===== src/rtl/pwm_quad_pkg.sv =====
package pwm_quad_pkg;
  localparam int NUM_CH   = 4;
  localparam int STEP_W   = 8;
  localparam int DATA_W   = 32;
  localparam int ADDR_W   = 9;
  localparam int PSEL_W   = 2;
  localparam int DIV0_LOG = 3;   // first sub-divider, /8
  localparam int DIV1_LOG = 6;   // second sub-divider, /64

  localparam logic [ADDR_W-1:0] OFS_CTRL = 9'h000;
  localparam logic [ADDR_W-1:0] OFS_CFG0 = 9'h004;
  localparam logic [ADDR_W-1:0] OFS_MODE = 9'h140;
  localparam int CTRL_PS_LSB  = 4;
  localparam int CFG_DUTY_LSB = 16;
  localparam int MODE_STRIDE  = 4;

  function automatic logic [ADDR_W-1:0] cfg_addr(input int n);
    return ADDR_W'(OFS_CFG0 + 4 * n);
  endfunction

  // Output level for a given step position within one period.
  function automatic logic pulse_level(input logic [STEP_W-1:0] step,
                                       input logic [STEP_W-1:0] tbase,
                                       input logic [STEP_W-1:0] duty);
    return (tbase != '0) && (step < duty);
  endfunction

  // Final step of a period; a zero timebase wraps on every step.
  function automatic logic last_step(input logic [STEP_W-1:0] step,
                                     input logic [STEP_W-1:0] tbase);
    return (tbase == '0) || (step == tbase - 1'b1);
  endfunction
endpackage


===== src/rtl/pwm_quad_regs.sv =====
module pwm_quad_regs
  import pwm_quad_pkg::*;
#(
  parameter int NCH = NUM_CH,
  parameter int TBW = STEP_W
) (
  input  logic                  clk,
  input  logic                  rst_n,
  input  logic                  bus_sel,
  input  logic                  bus_wr,
  input  logic [ADDR_W-1:0]     bus_addr,
  input  logic [DATA_W-1:0]     bus_wdata,
  output logic [DATA_W-1:0]     bus_rdata,
  output logic [NCH-1:0]        en,
  output logic [NCH*PSEL_W-1:0] psel,
  output logic [NCH*TBW-1:0]    tbase,
  output logic [NCH*TBW-1:0]    duty,
  output logic [NCH-1:0]        mode
);
  logic do_wr;
  assign do_wr = bus_sel && bus_wr;

  always_ff @(posedge clk) begin
    if (!rst_n) begin
      en    <= '0;
      psel  <= '0;
      tbase <= '0;
      duty  <= '0;
      mode  <= '0;
    end else if (do_wr) begin
      for (int n = 0; n < NCH; n++) begin
        if (bus_addr == OFS_CTRL) begin
          en[n]                  <= bus_wdata[n];
          psel[PSEL_W*n +: PSEL_W] <= bus_wdata[CTRL_PS_LSB + PSEL_W*n +: PSEL_W];
        end
        if (bus_addr == cfg_addr(n)) begin
          tbase[TBW*n +: TBW] <= bus_wdata[TBW-1:0];
          duty[TBW*n +: TBW]  <= bus_wdata[CFG_DUTY_LSB +: TBW];
        end
        if (bus_addr == OFS_MODE)
          mode[n] <= bus_wdata[MODE_STRIDE*n];
      end
    end
  end

  always_comb begin
    bus_rdata = '0;
    if (bus_sel) begin
      for (int n = 0; n < NCH; n++) begin
        if (bus_addr == OFS_CTRL) begin
          bus_rdata[n] = en[n];
          bus_rdata[CTRL_PS_LSB + PSEL_W*n +: PSEL_W] = psel[PSEL_W*n +: PSEL_W];
        end
        if (bus_addr == cfg_addr(n)) begin
          bus_rdata[TBW-1:0]             = tbase[TBW*n +: TBW];
          bus_rdata[CFG_DUTY_LSB +: TBW] = duty[TBW*n +: TBW];
        end
        if (bus_addr == OFS_MODE)
          bus_rdata[MODE_STRIDE*n] = mode[n];
      end
    end
  end
endmodule


===== src/rtl/pwm_quad_chan.sv =====
module pwm_quad_chan
  import pwm_quad_pkg::*;
#(
  parameter int TBW   = STEP_W,
  parameter int D0LOG = DIV0_LOG,
  parameter int D1LOG = DIV1_LOG
) (
  input  logic              clk,
  input  logic              rst_n,
  input  logic              en,
  input  logic [PSEL_W-1:0] psel,
  input  logic [TBW-1:0]    tbase,
  input  logic [TBW-1:0]    duty,
  input  logic              mode,
  output logic              pin,
  output logic              wrap,
  output logic              run,
  output logic [TBW-1:0]    cur_duty
);
  logic [D0LOG-1:0]  sub0;
  logic [D1LOG-1:0]  sub1;
  logic [TBW-1:0]    step;
  logic [TBW-1:0]    sh_tb, sh_duty;
  logic [PSEL_W-1:0] sh_ps;
  logic [TBW-1:0]    eff_tb;
  logic [PSEL_W-1:0] eff_ps;
  logic              tick0, step_tick, at_end;

  // First enabled cycle uses the live registers; afterwards the shadows.
  assign eff_tb   = run ? sh_tb   : tbase;
  assign cur_duty = run ? sh_duty : duty;
  assign eff_ps   = run ? sh_ps   : psel;

  // Cascaded sub-dividers: bit 0 selects /8, bit 1 selects /64.
  assign tick0     = eff_ps[0] ? (sub0 == '1) : 1'b1;
  assign step_tick = eff_ps[1] ? (tick0 && (sub1 == '1)) : tick0;
  assign at_end    = last_step(step, eff_tb);
  assign wrap      = en && step_tick && at_end;
  assign pin       = en && !mode && pulse_level(step, eff_tb, cur_duty);

  always_ff @(posedge clk) begin
    if (!rst_n) begin
      run     <= 1'b0;
      sub0    <= '0;
      sub1    <= '0;
      step    <= '0;
      sh_tb   <= '0;
      sh_duty <= '0;
      sh_ps   <= '0;
    end else if (!en) begin
      run  <= 1'b0;
      sub0 <= '0;
      sub1 <= '0;
      step <= '0;
    end else begin
      run <= 1'b1;
      if (eff_ps[0])
        sub0 <= sub0 + 1'b1;
      if (eff_ps[1] && tick0)
        sub1 <= sub1 + 1'b1;
      if (step_tick)
        step <= at_end ? '0 : step + 1'b1;
      if (!run || wrap) begin
        sh_tb   <= tbase;
        sh_duty <= duty;
        sh_ps   <= psel;
      end
    end
  end
endmodule


===== src/rtl/pwm_quad.sv =====
module pwm_quad
  import pwm_quad_pkg::*;
#(
  parameter int NCH = NUM_CH,
  parameter int TBW = STEP_W
) (
  input  logic              clk,
  input  logic              rst_n,
  input  logic              bus_sel,
  input  logic              bus_wr,
  input  logic [ADDR_W-1:0] bus_addr,
  input  logic [DATA_W-1:0] bus_wdata,
  output logic [DATA_W-1:0] bus_rdata,
  output logic [NCH-1:0]    pwm_out
);
  logic [NCH-1:0]        ctl_en;
  logic [NCH-1:0]        ctl_mode;
  logic [NCH*PSEL_W-1:0] ctl_psel;
  logic [NCH*TBW-1:0]    ctl_tbase;
  logic [NCH*TBW-1:0]    ctl_duty;
  logic [NCH-1:0]        ch_wrap;
  logic [NCH-1:0]        ch_run;
  logic [NCH*TBW-1:0]    ch_duty;

  pwm_quad_regs #(.NCH(NCH), .TBW(TBW)) u_regs (
    .clk      (clk),
    .rst_n    (rst_n),
    .bus_sel  (bus_sel),
    .bus_wr   (bus_wr),
    .bus_addr (bus_addr),
    .bus_wdata(bus_wdata),
    .bus_rdata(bus_rdata),
    .en       (ctl_en),
    .psel     (ctl_psel),
    .tbase    (ctl_tbase),
    .duty     (ctl_duty),
    .mode     (ctl_mode)
  );

  for (genvar n = 0; n < NCH; n++) begin : g_ch
    pwm_quad_chan #(.TBW(TBW)) u_chan (
      .clk     (clk),
      .rst_n   (rst_n),
      .en      (ctl_en[n]),
      .psel    (ctl_psel[PSEL_W*n +: PSEL_W]),
      .tbase   (ctl_tbase[TBW*n +: TBW]),
      .duty    (ctl_duty[TBW*n +: TBW]),
      .mode    (ctl_mode[n]),
      .pin     (pwm_out[n]),
      .wrap    (ch_wrap[n]),
      .run     (ch_run[n]),
      .cur_duty(ch_duty[TBW*n +: TBW])
    );
  end
endmodule


===== config.mk =====
export PLATFORM = sky130hd
export DESIGN_NAME = pwm_quad
export DESIGN_NICKNAME = d
export VERILOG_FILES = /design/src/rtl/pwm_quad_pkg.sv /design/src/rtl/pwm_quad_regs.sv /design/src/rtl/pwm_quad_chan.sv /design/src/rtl/pwm_quad.sv
export SDC_FILE = /design/constraint.sdc
export NUM_CORES = 1
export LEC_CHECK = 0
export ABC_AREA = 1
export ABC_CLOCK_PERIOD_IN_PS = 5600
export BUFFER_PORTS_ARGS = -buffer_cell sky130_fd_sc_hd__buf_4
export CAP_MARGIN = 25
export CORE_ASPECT_RATIO = 0.7
export CORE_MARGIN = 2
export CORE_UTILIZATION = 67
export CTS_BUF_LIST = sky130_fd_sc_hd__clkbuf_8
export CTS_CLUSTER_DIAMETER = 80
export CTS_CLUSTER_SIZE = 25
export DETAILED_ROUTE_END_ITERATION = 16
export PLACE_DENSITY = 0.95
export RECOVER_POWER = 50
export SLEW_MARGIN = 20
export SYNTH_ARGS = -nofsm -noshare
export SYNTH_HDL_FRONTEND = slang
export SYNTH_SLANG_ARGS = --single-unit

===== constraint.sdc =====
create_clock -name clk -period 5.6 [get_ports clk]
set_clock_uncertainty 0.2 [all_clocks]
set_input_delay 0 -clock clk [delete_from_list [all_inputs] [get_ports clk]]
set_output_delay 0 -clock clk [all_outputs]
set_load 0.01 [all_outputs]

# Word level (Yosys, flattened, before mapping)

Cells that the tools add are included.

Output and inout bits: 36
Input port bits: 45
Bits in registers: 224
Word-level logic and storage cells: 194

Equal/unequal tests: 17
Add/sub/neg operators: 16
Multiplexer cells: 50
$lt $le $gt $ge: 4
Reductions and logical operators: 68

Operators by type and width:

| kind                                                 | number |
|---|---|
| 2-to-1 mux 8 bit                                     | 21 |
| adder 8 x 1 -> 8 bit (second input constant)         | 4 |
| equality test 8 bit                                  | 4 |
| logical NOT 8 bit                                    | 4 |
| < comparator 8 bit                                   | 4 |
| nonzero test 8 bit                                   | 4 |
| subtractor 8 x 1 -> 8 bit (second input constant)    | 4 |
| logical AND 1 bit                                    | 29 |
| AND reduction 2 bit                                  | 14 |
| adder 6 x 1 -> 6 bit (second input constant)         | 4 |
| equality test 6 bit (second input constant)          | 4 |
| 2-to-1 mux 1 bit                                     | 20 |
| equality test 9 x 4 -> 1 bit (second input constant) | 2 |
| 2-to-1 mux 2 bit                                     | 8 |
| 2-to-1 mux 13 bit                                    | 1 |
| adder 3 x 1 -> 3 bit (second input constant)         | 4 |
| equality test 3 bit (second input constant)          | 4 |
| equality test 9 x 3 -> 1 bit (second input constant) | 1 |
| equality test 9 x 5 -> 1 bit (second input constant) | 1 |
| equality test 9 bit (second input constant)          | 1 |
| logical NOT 9 bit                                    | 1 |
| logical NOT 1 bit                                    | 8 |
| logical OR 1 bit                                     | 8 |

# Logic depth before layout (Yosys ltp)

Gate-level depths: netlist of the first run.

Depth in word-level cells: 10
Depth in mapped cells: 20
Mapped depth without buffers: 19

# Modules after synthesis

From an unflattened synthesis of the first run, not the netlist that was laid out.

Cell total of the unflattened synthesis: 2077
Area total of the unflattened synthesis: 13286.5 µm²

Modules (own cells, without submodules):

| module                             | area an instance (µm²) | seq. area each (µm²) | cells each | times used |
|---|---|---|---|---|
| pwm_quad_chan (g_ch[0].u_chan ...) | 2402.3                 | 720.7                | 394        | 2 |
| pwm_quad_regs                      | 3753.6                 | 1601.5               | 524        | 1 |
| pwm_quad_chan (g_ch[3].u_chan)     | 2408.6                 | 720.7                | 393        | 1 |
| pwm_quad_chan (g_ch[1].u_chan)     | 2319.7                 | 720.7                | 372        | 1 |

# Worst setup path after synthesis of the first run

OpenSTA, ideal clock, no wires.

Kind: register -> register
Start: register g_ch[3].u_chan.run
End: register g_ch[3].u_chan.sh_ps[1]
Arrival: 2141 ps
Clock period less this slack: 2456 ps
Path slack: 3144 ps
Library setup time: 115 ps
Path buffers: 2
Cell stages (with the launch flop): 19
Data required time: 5285 ps
Path through: dfxtp_1 buf_4 nand2_1 nand2_1 inv_1 ha_1 xor2_1 nand3_1 nor2_1 o21ai_1 nor2_1 nand2_1 nand2_1 nand2_2 nand2_4 buf_4 nand3_1 nand2_1 nor2_1

Longest elaborated chain between the ends: 8
Elaborated cells between the ends (all ways): 14
Those cells by class: add/sub (1); eq/ne (1); mux (4); reduce/logical (8)

Ends and longest elaborated chain:

| item                                                              | line                | source |
|---|---|---|
| start: declaration                                                | pwm_quad_chan.sv:17 | `output logic run,` |
| start signal: assignment                                          | pwm_quad_chan.sv:43 | `run <= 1'b0;` |
| start signal: assignment                                          | pwm_quad_chan.sv:51 | `run <= 1'b0;` |
| start signal: assignment                                          | pwm_quad_chan.sv:56 | `run <= 1'b1;` |
| branches (longest 6 deep; another with subtractor 8 x 1 -> 8 bit) | -                   |  |
| logical OR 1 bit *                                                | pwm_quad_chan.sv:63 | `if (!run \|\| wrap) begin` |
| AND reduction 2 bit (no line) *                                   | -                   |  |
| end signal: assignment                                            | pwm_quad_chan.sv:66 | `sh_ps <= psel;` |
| end: declaration                                                  | pwm_quad_chan.sv:24 | `logic [PSEL_W-1:0] sh_ps;` |

Every way passes the cells marked *.
A chain may end at the register's enable or synchronous reset.

# Worst setup path in the final report of the first run

Start: input port rst_n
End: register u_regs.tbase[8]

RTL lines:

| item                           | line                | source |
|---|---|---|
| start: declaration             | pwm_quad.sv:8       | `input logic rst_n,` |
| end signal: indexed assignment | pwm_quad_regs.sv:37 | `tbase[TBW*n +: TBW] <= bus_wdata[TBW-1:0];` |
| end: declaration               | pwm_quad_regs.sv:16 | `output logic [NCH*TBW-1:0] tbase,` |

No word-level cell between the ends.

==> flow_metrics.py, run 1 <==
metrics = {
    "pwr": {
        "cellPowerDensity_nw_per_um2": 183,
        "leakagePower_nw": 5.71,
        "peakVddDrop_v": 0.000143,
    },
    "route": {
        "wl_met1_um": 14400,
        "dr_wl_met3_um": 3380,
        "viasPerCell": 5.88,
        "vias": 12600,
        "drc": 2,
        "routed_wl_um": 33500,
        "top_layer_used": "met4",
        "drt-initial-drc-count": 1610,
        "wire_per_inst_um": 15.6,
        "wl_met2_um": 14200,
        "firstDrtPassIters": 12,
        "postRouteAntennaNets": 0,
    },
    "synthesis": {
        "ys_seq_elements": 224,
        "yosys_warnings": 0,
        "yosys.area_share.xor_xnor_pct": 1.47,
        "yosys.area_share.simple_pct": 28.7,
        "yosysUniqueCellTypes": 43,
        "synth_fa_ha_area_share_pct": 5.19,
        "synth_edf_count": 0,
        "synthArstFlopShare_pct": 0,
        "synth_top_area_share_pct": 35.8,
        "synth_ff_type": "dfxtp_1",
        "synth_area_leaders": "dfxtp_1 36%, nand2_1 13%, a21oi_1 7.1%, nor2_1 6.6%, o21ai_0 6.4%",
        "seq_area_frac_synth_pct": 35.8,
        "synth_top_area_cell": "dfxtp_1",
        "avgSynthCellArea_sq_um": 6.62,
        "synth-compound-area-share_pct": 18.3,
        "synthMuxAreaShare_pct": 0,
        "synth_top_family_by_area": "simple AND/OR/NAND/NOR gates",
        "netlist_instances": 1893,
        "syn_area_sq_um": 12500,
    },
    "final_layout": {
        "instances_no_fill": 2146,
        "fin_nets": 2006,
        "final_cell_mix": "437 x nand2_1, 224 x dfxtp_1, 221 x nor2_1, 206 x inv_1, 178 x a21oi_1",
        "drive_above_1_share_pct": 4.56,
        "area_growth_pct": 5.58,
        "mostFrequentLayoutCell": "nand2_1",
    },
    "timing": {
        "fmax_ghz": 0.222,
        "timing.final.crit_share_pct": 80.3,
        "rsz0062_at_grt": "false",
        "tns_ns": 0,
        "fin_hold_ws_ns": 0.0516,
        "setup_ws_ns": 1.10,
        "report.final.slew_viol_count": 157,
        "worstMarginPinSlew_ns": 3.18,
        "setup_viol": 0,
        "slew_headroom_pct": -112,
        "finalHoldViolations": 0,
        "post-route-min-period_ns": 4.50,
    },
    "clock_network": {
        "clkLatencyLatePin_ns": 0.53,
        "clkTransAtPathRegs_ns": 0.15,
        "cts_resized": 0,
        "cts_buffers": 12,
        "clock_sinks": 224,
        "clk_path_buf_depth": 3,
        "cts_tree": "built",
        "h-tree-depth": 1,
        "cts_root_buf": "clkbuf_8",
        "post_cts_buffers": 0,
    },
    "min_path": {
        "hp-class": "in -> reg",
        "whs_path_depth": 4,
    },
    "placement": {
        "placedCellCount": 2100,
        "place_congestion": 0.994,
        "io_buffer_count": 58,
        "dp_slack_ns": 1.88,
        "dp_hpwl_um": 23900,
    },
    "floorplanning": {
        "dieHeight_um": 118,
        "die_w_um": 167,
        "dieArea_sq_um": 19800,
        "ios": 81,
        "core_area_sq_um": 18200,
        "rows": 41,
        "start_util_pct": 69.0,
    },
    "setup_path": {
        "crit_fanout": 77,
        "critPathMaxStageDelay_ns": 2.23,
        "reg2regPathDepth": 18,
        "cp.depth": 5,
        "critPathCaptureType": "flip-flop",
        "critical_path_arrival_ns": 4.72,
        "slowest_stage": "clkbuf_1",
        "crit_top_cell": "clkbuf_1",
        "worstSetupPathType": "in -> reg",
        "cp_top_family": "buffers and inverters",
        "path_cells": "dlygate4sd3_1 > clkbuf_1 > inv_1 > clkbuf_1 > a211oi_1",
        "cp_data_required_time_ns": 5.82,
        "start_kind": "primary input",
        "critPathBufInv": 4,
    },
    "global_routing": {
        "grt_overflow": 0,
        "grt_use_total_pct": 32.8,
        "grt_pass1_vias": 11000,
        "grt_max_degree": 78,
        "grt_pass1_wl_um": 54000,
        "antenna_found_initial": 1,
    },
    "outcome": {
        "violations": "design-rule violations, max-capacitance violations, max-slew violations",
        "status": "finished with violations",
    },
    "job": {
        "cap_violations": 3,
    },
}
[state kept, by name, summed over array words and instances, names as in the netlist, 8 cells and up]
register	cells
g_ch.u_chan.step	32
g_ch.u_chan.sh_duty	32
g_ch.u_chan.sub1	24
u_regs.tbase	32
u_regs.duty	32
g_ch.u_chan.sub0	12
u_regs.psel	8
g_ch.u_chan.sh_tb	32
g_ch.u_chan.sh_ps	8
[worst min-delay path, stage by stage]
cell     delay (ns)
buf_4          0.11
nor2_1         0.06
nand3_1        0.45
a21oi_1        0.13
[cell type report]
| cell class | instances | area (sq um) |
|---|---|---|
| Multi-Input combinational cell | 1365 | 6760 |
| Fill cell | 1429 | 4930 |
| Sequential cell | 224 | 4480 |
| Inverter | 211 | 792 |
| Timing Repair Buffer | 95 | 716 |
| Tap cell | 236 | 295 |
| Clock buffer | 13 | 179 |
| Clock inverter | 1 | 3.75 |
| Antenna cell | 1 | 2.50 |
[logic make-up after synthesis]
kind of cell               Yosys count
other                                1
DFF                                224
AOI/OAI and AO/OA                  415
and+or+nand+nor                    866
adders and majority gates           52
xor gates and xnor gates            21
buffers and inverters              314
[power by group]
| part | switching, mW | leakage [nW] | internal (mW) |
|---|---|---|---|
| logic | 0.0682 | 3.81 | 0.0461 |
| clock network | 0.494 | 0.0988 | 0.214 |
| registers | 0.000563 | 1.80 | 1.59 |
[worst paths after layout]
check / startpoint / end / slack [ns]
worst max-delay path: rst_n / u_regs.tbase[8] / 1.10
worst min-delay path: bus_addr[3] / u_regs.duty[6] / 0.05
worst max register to register: g_ch[2].u_chan.run / g_ch[2].u_chan.sh_duty[3] / 1.73
worst min register to register: g_ch[1].u_chan.sub0[0] / g_ch[1].u_chan.sub0[0] / 0.28
[stage by stage]
stage	cell area [sq um]	utilization (%)	power, mW
after detailed placement	12800	70.6	1.72
after CTS	13300	73.1	2.41
final	13200	72.9	2.42
after global placement	12800	70.6	1.72
after global routing	13200	72.9	2.49
after floorplan	12600	-	1.68
[Yosys cell counts, types with 8 or more instances]
master,n
a21oi_1,178
clkbuf_1,54
xor2_1,21
nor3b_1,8
inv_1,205
o221ai_1,13
a211oi_1,38
o21ai_0,160
ha_1,52
buf_4,29
nand3_1,154
nor2_1,221
dfxtp_1,224
nand2_1,437
nor3_1,14
buf_1,9
[layer usage]
metal / GRT usage, % / vias up
li1: - / 6182
met1: 46.8 / 5663
met2: 50.3 / 665
met3: 4.86 / 116
met4: 12.3 / 0
met5: 0 / -
[what timing repair did]
action	CTS	global route
hold buffers	28	0
setup endpoints to repair	0	0
endpoints found under the hold margin	115	0
(Power assumes the default switching activity.)
==> run 2, diff against run 1 <==
Settings changed: ABC_CLOCK_PERIOD_IN_PS 5600 to 4500, CORE_UTILIZATION 67 to 63, PLACE_DENSITY 0.95 to 0.93.
Clock period 5.6 ns to 4.5 ns, I/O delays scaled along.
==> run 2 against run 1 <==
The flow finishes with violations (max-capacitance violations, max-slew violations). Final area rose by 0.33%. Clock power rose by 26%. Critical path depth rose by 13. Clock-buffer cell count did not move. Combinational power rose by 20%. Register-to-register slack got worse by 0.92 ns. Worst hold slack got worse by 0.015 ns. Total power rose by 25%. Sequential power rose by 24%. Non-clock buffer count fell by 2. Utilization fell by 5.3 points. Global-route usage fell by 2.2 points. Largest power group unchanged.
==> flow_metrics.py, run 2 (synthesis gave the netlist of run 1 again) <==
metrics = {
    "min_path": {
        "hp-class": "in -> reg",
        "min_from": "bus_addr[7]",
        "worstHoldEndpoint": "u_regs.mode[0]",
        "whs_path_depth": 6,
    },
    "timing": {
        "timing.final.crit_share_pct": 82.0,
        "fmax_ghz": 0.271,
        "worstMarginPinSlew_ns": 1.66,
        "post-route-min-period_ns": 3.69,
        "setup_viol": 0,
        "tns_ns": 0,
        "report.final.slew_viol_count": 73,
        "slew_headroom_pct": -10.4,
        "finalHoldViolations": 0,
        "rsz0062_at_grt": "false",
        "setup_ws_ns": 0.810,
    },
    "floorplanning": {
        "rows": 43,
        "dieArea_sq_um": 21100,
        "start_util_pct": 63.8,
        "ios": 81,
        "die_w_um": 173,
        "core_area_sq_um": 19600,
        "dieHeight_um": 122,
    },
    "clock_network": {
        "cts_tree": "built",
        "cts_buffers": 12,
        "clk_path_buf_depth": 3,
        "cts_root_buf": "clkbuf_8",
        "h-tree-depth": 1,
        "clkLatencyLatePin_ns": 0.54,
        "cts_resized": 0,
        "clkTransAtPathRegs_ns": 0.15,
        "clock_sinks": 224,
        "hold_buffers": 24,
        "post_cts_buffers": 0,
    },
    "setup_path": {
        "worstSetupPathType": "reg -> reg",
        "start_kind": "flip-flop",
        "reg2regPathDepth": 18,
        "cp_data_required_time_ns": 4.75,
        "critical_path_arrival_ns": 3.94,
        "critPathCaptureType": "flip-flop",
        "reg2reg_setup_slack_ns": 0.81,
        "r2r-start": "g_ch[3].u_chan.run",
        "r2r-end": "g_ch[3].u_chan.sh_tb[3]",
        "crit_fanout": 36,
    },
    "final_layout": {
        "area_growth_pct": 5.93,
        "mostFrequentLayoutCell": "nand2_1",
        "final_cell_mix": "437 x nand2_1, 224 x dfxtp_1, 221 x nor2_1, 207 x inv_1, 178 x a21oi_1",
        "fin_nets": 2004,
        "fin_util_pct": 67.6,
        "drive_above_1_share_pct": 5.03,
    },
    "route": {
        "postRouteAntennaNets": 0,
        "drt-initial-drc-count": 1480,
        "viasPerCell": 5.73,
        "routed_wl_um": 33500,
        "drc": 0,
        "vias": 12500,
        "firstDrtPassIters": 5,
        "wire_per_inst_um": 15.4,
    },
    "global_routing": {
        "grt_overflow": 0,
        "grt_max_degree": 60,
        "grt_pass1_wl_um": 53100,
        "grt_pass1_vias": 10900,
        "grt_use_total_pct": 30.6,
        "antenna_found_initial": 1,
    },
    "pwr": {
        "leakagePower_nw": 5.74,
        "seq_power_share_pct": 65.9,
        "p_int_mw": 2.30,
        "p_sw_share_pct": 23.6,
        "clkPwrFrac_pct": 29.6,
        "cellPowerDensity_nw_per_um2": 227,
        "peakVddDrop_v": 0.000172,
        "switchingPower_mw": 0.710,
        "combinationalPowerShare_pct": 4.5,
    },
    "outcome": {
        "status": "finished with violations",
        "violations": "max-capacitance violations, max-slew violations",
    },
    "placement": {
        "place_congestion": 0.945,
        "dp_hpwl_um": 24000,
        "io_buffer_count": 58,
        "dp_slack_ns": 1.18,
    },
    "job": {
        "cap_violations": 2,
    },
}
-- run 2: cell type report --
class	count	area [sq um]
sequential	224	4480
inverter	211	792
clock inverter	1	3.75
fill	1636	6360
clock buffer	13	179
timing repair buffer	93	717
antenna	1	2.50
multi-input combinational	1365	6760
tap	270	338
-- run 2: worst max-delay path by stage --
| stage | cells after the start | start | endpoint |
|---|---|---|---|
| finish | 18 | g_ch[3].u_chan.run | g_ch[3].u_chan.sh_tb[3] |
| floorplan | 18 | g_ch[3].u_chan.run | g_ch[3].u_chan.sh_ps[1] |
| detailed placement | 18 | g_ch[3].u_chan.run | g_ch[3].u_chan.sh_tb[3] |
| global placement | 18 | g_ch[3].u_chan.run | g_ch[3].u_chan.sh_tb[7] |
| global route | 18 | g_ch[3].u_chan.run | g_ch[3].u_chan.sh_duty[1] |
| CTS | 18 | g_ch[3].u_chan.run | g_ch[3].u_chan.sh_tb[3] |
-- run 2: layer usage --
metal,GRT usage (%),part of all wire (%),vias up
met1,42.8,44,5668
met3,4.34,9.0,110
li1,-,-,6172
met5,0,0,-
met4,12.5,4.3,0
met2,47.8,43,531
-- run 2: critical path, cell delays in order (launching register included) --
cell and delay (ns):
dfxtp_1 0.76, inv_1 0.53, nand2_1 0.23, nand2_1 0.12, inv_1 0.12, ha_1 0.21, nand3_1 0.15, nor2_1 0.16
nor2_1 0.07, nor2_1 0.07, o21ai_1 0.07, nor2_1 0.11, nand2_1 0.06, nand2_1 0.07, nand2_2 0.07, nand2_4 0.29
nand3_1 0.12, nand2_1 0.10, nor2_1 0.07
-- run 2: stage by stage --
| stage | hold WS [ns] | instance area, sq um | power [mW] | instances |
|---|---|---|---|---|
| CTS | 0.00392 | 13300 | 3.00 | 2176 |
| global placement | 0.0803 | 12900 | 2.14 | 2138 |
| global route | 0.0731 | 13300 | 3.08 | 2177 |
| detailed placement | 0.0924 | 12900 | 2.14 | 2138 |
| floorplan | -0.0870 | 12600 | 2.09 | 1903 |
| finish | 0.0369 | 13300 | 3.01 | 2178 |
-- run 2: power groups by stage --
| stage | Sequential, mW | Clock [mW] | Combinational (mW) |
|---|---|---|---|
| 2_1_floorplan | 2.03 | 0 | 0.0655 |
| 3_3_place_gp | 2.03 | 0 | 0.111 |
| 3_5_place_dp | 2.03 | 0 | 0.113 |
| 4_1_cts | 1.99 | 0.888 | 0.129 |
| 5_1_grt | 1.99 | 0.951 | 0.146 |
| 6_report | 1.99 | 0.890 | 0.137 |
==> run 3, diff against run 2 <==
Settings changed: ABC_AREA 1 to 0, ABC_CLOCK_PERIOD_IN_PS 4500 to 3300, CORE_UTILIZATION 63 to 57, PLACE_DENSITY 0.93 to 0.9.
Clock period 4.5 ns to 3.3 ns, I/O delays scaled along.
==> run 3 against run 2 <==
The run now ends clean. Area after synthesis down 0.63%. Non-clock buffer count up 41. Final area up 2.8%. Final cell count down 17%. Flip-flop and latch count unchanged. Global-route usage down 2.6 points. Die area up 9.6%. Utilization down 4.3 points. Setup slack worse by 0.70 ns. Critical endpoint is now pwm_out[0]. Largest power group unchanged.
==> flow_metrics.py, run 3 <==
metrics = {
    "outcome": {
        "status": "completed",
    },
    "timing": {
        "finalHoldViolations": 0,
        "report.final.slew_viol_count": 0,
        "slew_headroom_pct": 2.07,
        "fmax_ghz": 0.314,
        "post-route-min-period_ns": 3.19,
        "timing.final.crit_share_pct": 96.6,
        "fin_hold_ws_ns": 0.0612,
        "tns_ns": 0,
        "setup_viol": 0,
        "setup_ws_ns": 0.113,
        "worstMarginPinSlew_ns": 1.47,
    },
    "pwr": {
        "p_int_mw": 3.14,
        "cellPowerDensity_nw_per_um2": 300,
        "switchingPower_mw": 0.959,
        "p_sw_share_pct": 23.4,
        "leakagePower_nw": 4.54,
        "combinationalPowerShare_pct": 4.4,
        "peakVddDrop_v": 0.000279,
        "power_mw": 4.10,
        "seq_power_share_pct": 66.0,
        "clkPwrFrac_pct": 29.5,
    },
    "final_layout": {
        "final_area_sq_um": 13700,
        "instances_no_fill": 1805,
        "drive_above_1_share_pct": 9.06,
        "area_growth_pct": 9.60,
        "num_antenna_cells": 0,
        "mostFrequentLayoutCell": "nand2_1",
        "fin_nets": 1620,
        "fill_cells": 1668,
        "fin_util_pct": 63.3,
        "final_cell_mix": "344 x nand2_1, 221 x dfxtp_1, 168 x mux2i_1, 81 x buf_4, 75 x nor2_1",
    },
    "synthesis": {
        "synth_fa_ha_area_share_pct": 5.22,
        "ys_seq_elements": 224,
        "synthArstFlopShare_pct": 0,
        "synth_edf_count": 0,
        "synth-compound-area-share_pct": 11.9,
        "yosysUniqueCellTypes": 63,
        "avgSynthCellArea_sq_um": 8.54,
        "yosys_warnings": 0,
        "yosys.area_share.simple_pct": 22.0,
        "synthTopCellsByCount": "344 x nand2_1, 224 x dfxtp_1, 169 x mux2i_1, 75 x nor2_1, 64 x a21boi_0",
        "yosysMostFrequentCell": "nand2_1",
        "synth_top_family_by_area": "simple AND/OR/NAND/NOR gates",
        "syn_area_sq_um": 12500,
        "synth_area_leaders": "dfxtp_1 36%, mux2i_1 14%, nand2_1 10%, ha_1 5.2%, a21boi_0 3.9%",
        "synth_top_area_share_pct": 36.0,
        "synth_top_area_cell": "dfxtp_1",
        "seq_area_frac_synth_pct": 36.0,
        "synth_ff_type": "dfxtp_1",
        "netlist_instances": 1459,
        "yosys.area_share.xor_xnor_pct": 5.91,
        "synthMuxAreaShare_pct": 14.6,
    },
    "clock_network": {
        "clkTransAtPathRegs_ns": 0.16,
        "clkLatencyLatePin_ns": 0.54,
        "cts_root_buf": "clkbuf_8",
        "clock_sinks": 224,
        "clk_path_buf_depth": 3,
        "cts_buffers": 12,
        "h-tree-depth": 1,
        "cts_tree": "built",
    },
    "global_routing": {
        "grt_pass1_wl_um": 53500,
        "antenna_found_initial": 0,
        "grt_max_degree": 92,
        "grt_overflow": 0,
        "grt_use_total_pct": 28.0,
        "grt_pass1_vias": 10700,
    },
    "setup_path": {
        "critPathCaptureType": "output port",
        "cp_data_required_time_ns": 3.10,
        "reg2regPathDepth": 10,
        "worstSetupPathType": "reg -> out",
        "crit_fanout": 28,
        "start_kind": "flip-flop",
        "critical_path_arrival_ns": 2.99,
        "reg2reg_setup_slack_ns": 0.17,
    },
    "floorplanning": {
        "ios": 81,
        "dieArea_sq_um": 23100,
        "core_area_sq_um": 21600,
        "die_w_um": 181,
        "start_util_pct": 57.8,
        "rows": 45,
        "dieHeight_um": 128,
    },
    "placement": {
        "dp_slack_ns": 0.193,
        "dp_hpwl_um": 24200,
        "placedCellCount": 1748,
        "placed_area_sq_um": 13100,
        "place_congestion": 0.911,
        "io_buffer_count": 58,
    },
    "route": {
        "drt-initial-drc-count": 1381,
        "routed_wl_um": 33600,
        "drc": 0,
        "wire_per_inst_um": 18.6,
        "vias": 11100,
        "firstDrtPassIters": 8,
        "postRouteAntennaNets": 0,
        "viasPerCell": 6.17,
    },
    "min_path": {
        "whs_path_depth": 5,
        "hp-class": "in -> reg",
    },
    "job": {
        "cap_violations": 0,
    },
}
-- run 3: routing by layer --
layer	GRT usage (%)	up-vias	share of wire (%)	wire length [um]
li1	-	5172	-	-
met1	38.0	5238	42	14100
met2	43.9	621	44	14700
met3	6.85	101	11	3770
met4	9.11	0	2.9	980
met5	0	-	0	0
-- run 3: worst paths after layout --
kind,start,end
worst min-delay path,bus_sel,u_regs.en[1]
worst max register to register,g_ch[0].u_chan.run,g_ch[0].u_chan.sh_duty[6]
worst min register to register,g_ch[3].u_chan.sh_duty[2],g_ch[3].u_chan.sh_duty[2]
worst max-delay path,g_ch[0].u_chan.run,pwm_out[0]
-- run 3: layout make-up --
class / count / area (sq um) / share of cell area (%)
inverters: 9 / 33.8 / 0.247
well taps: 282 / 353 / 2.58
flip-flops and latches: 224 / 4490 / 32.9
clock inverters: 1 / 3.75 / 0.0275
clock buffers: 13 / 179 / 1.31
repair buffers: 134 / 1120 / 8.22
multi-input cells: 1142 / 7470 / 54.7
-- run 3: cell families after synthesis --
kind of cell	count (synthesis)
simple gates	606
flops	224
compound gates	209
mux	180
buf+inv	103
xor+xnor	84
fa+ha+maj	52
other cells	1
-- run 3: critical path: stages (launching register included) --
cell and delay [ns]:
dfxtp_2 0.42, buf_12 0.21, mux2i_1 0.23, ha_1 0.26
o21a_1 0.10, o21a_1 0.16, o21a_1 0.16, o21ai_0 0.17
a21oi_1 0.09, a2111oi_1 0.34, buf_4 0.19, buf_4 0.11
-- run 3: power by group through the flow --
stage	clock (mW)	sequential, mW	combinational [mW]
final	1.21	2.71	0.181
after global routing	1.30	2.71	0.187
after CTS	1.22	2.71	0.173
after detailed placement	0	2.76	0.147
after global placement	0	2.76	0.145
after floorplan	0	2.76	0.0883
-- run 3: repair_timing --
item                       CTS  global route
buffers inserted             0             0
hold endpoints to repair   105             0
gates resized for setup      4             7
setup endpoints to repair    1            34
hold buffers                43             0
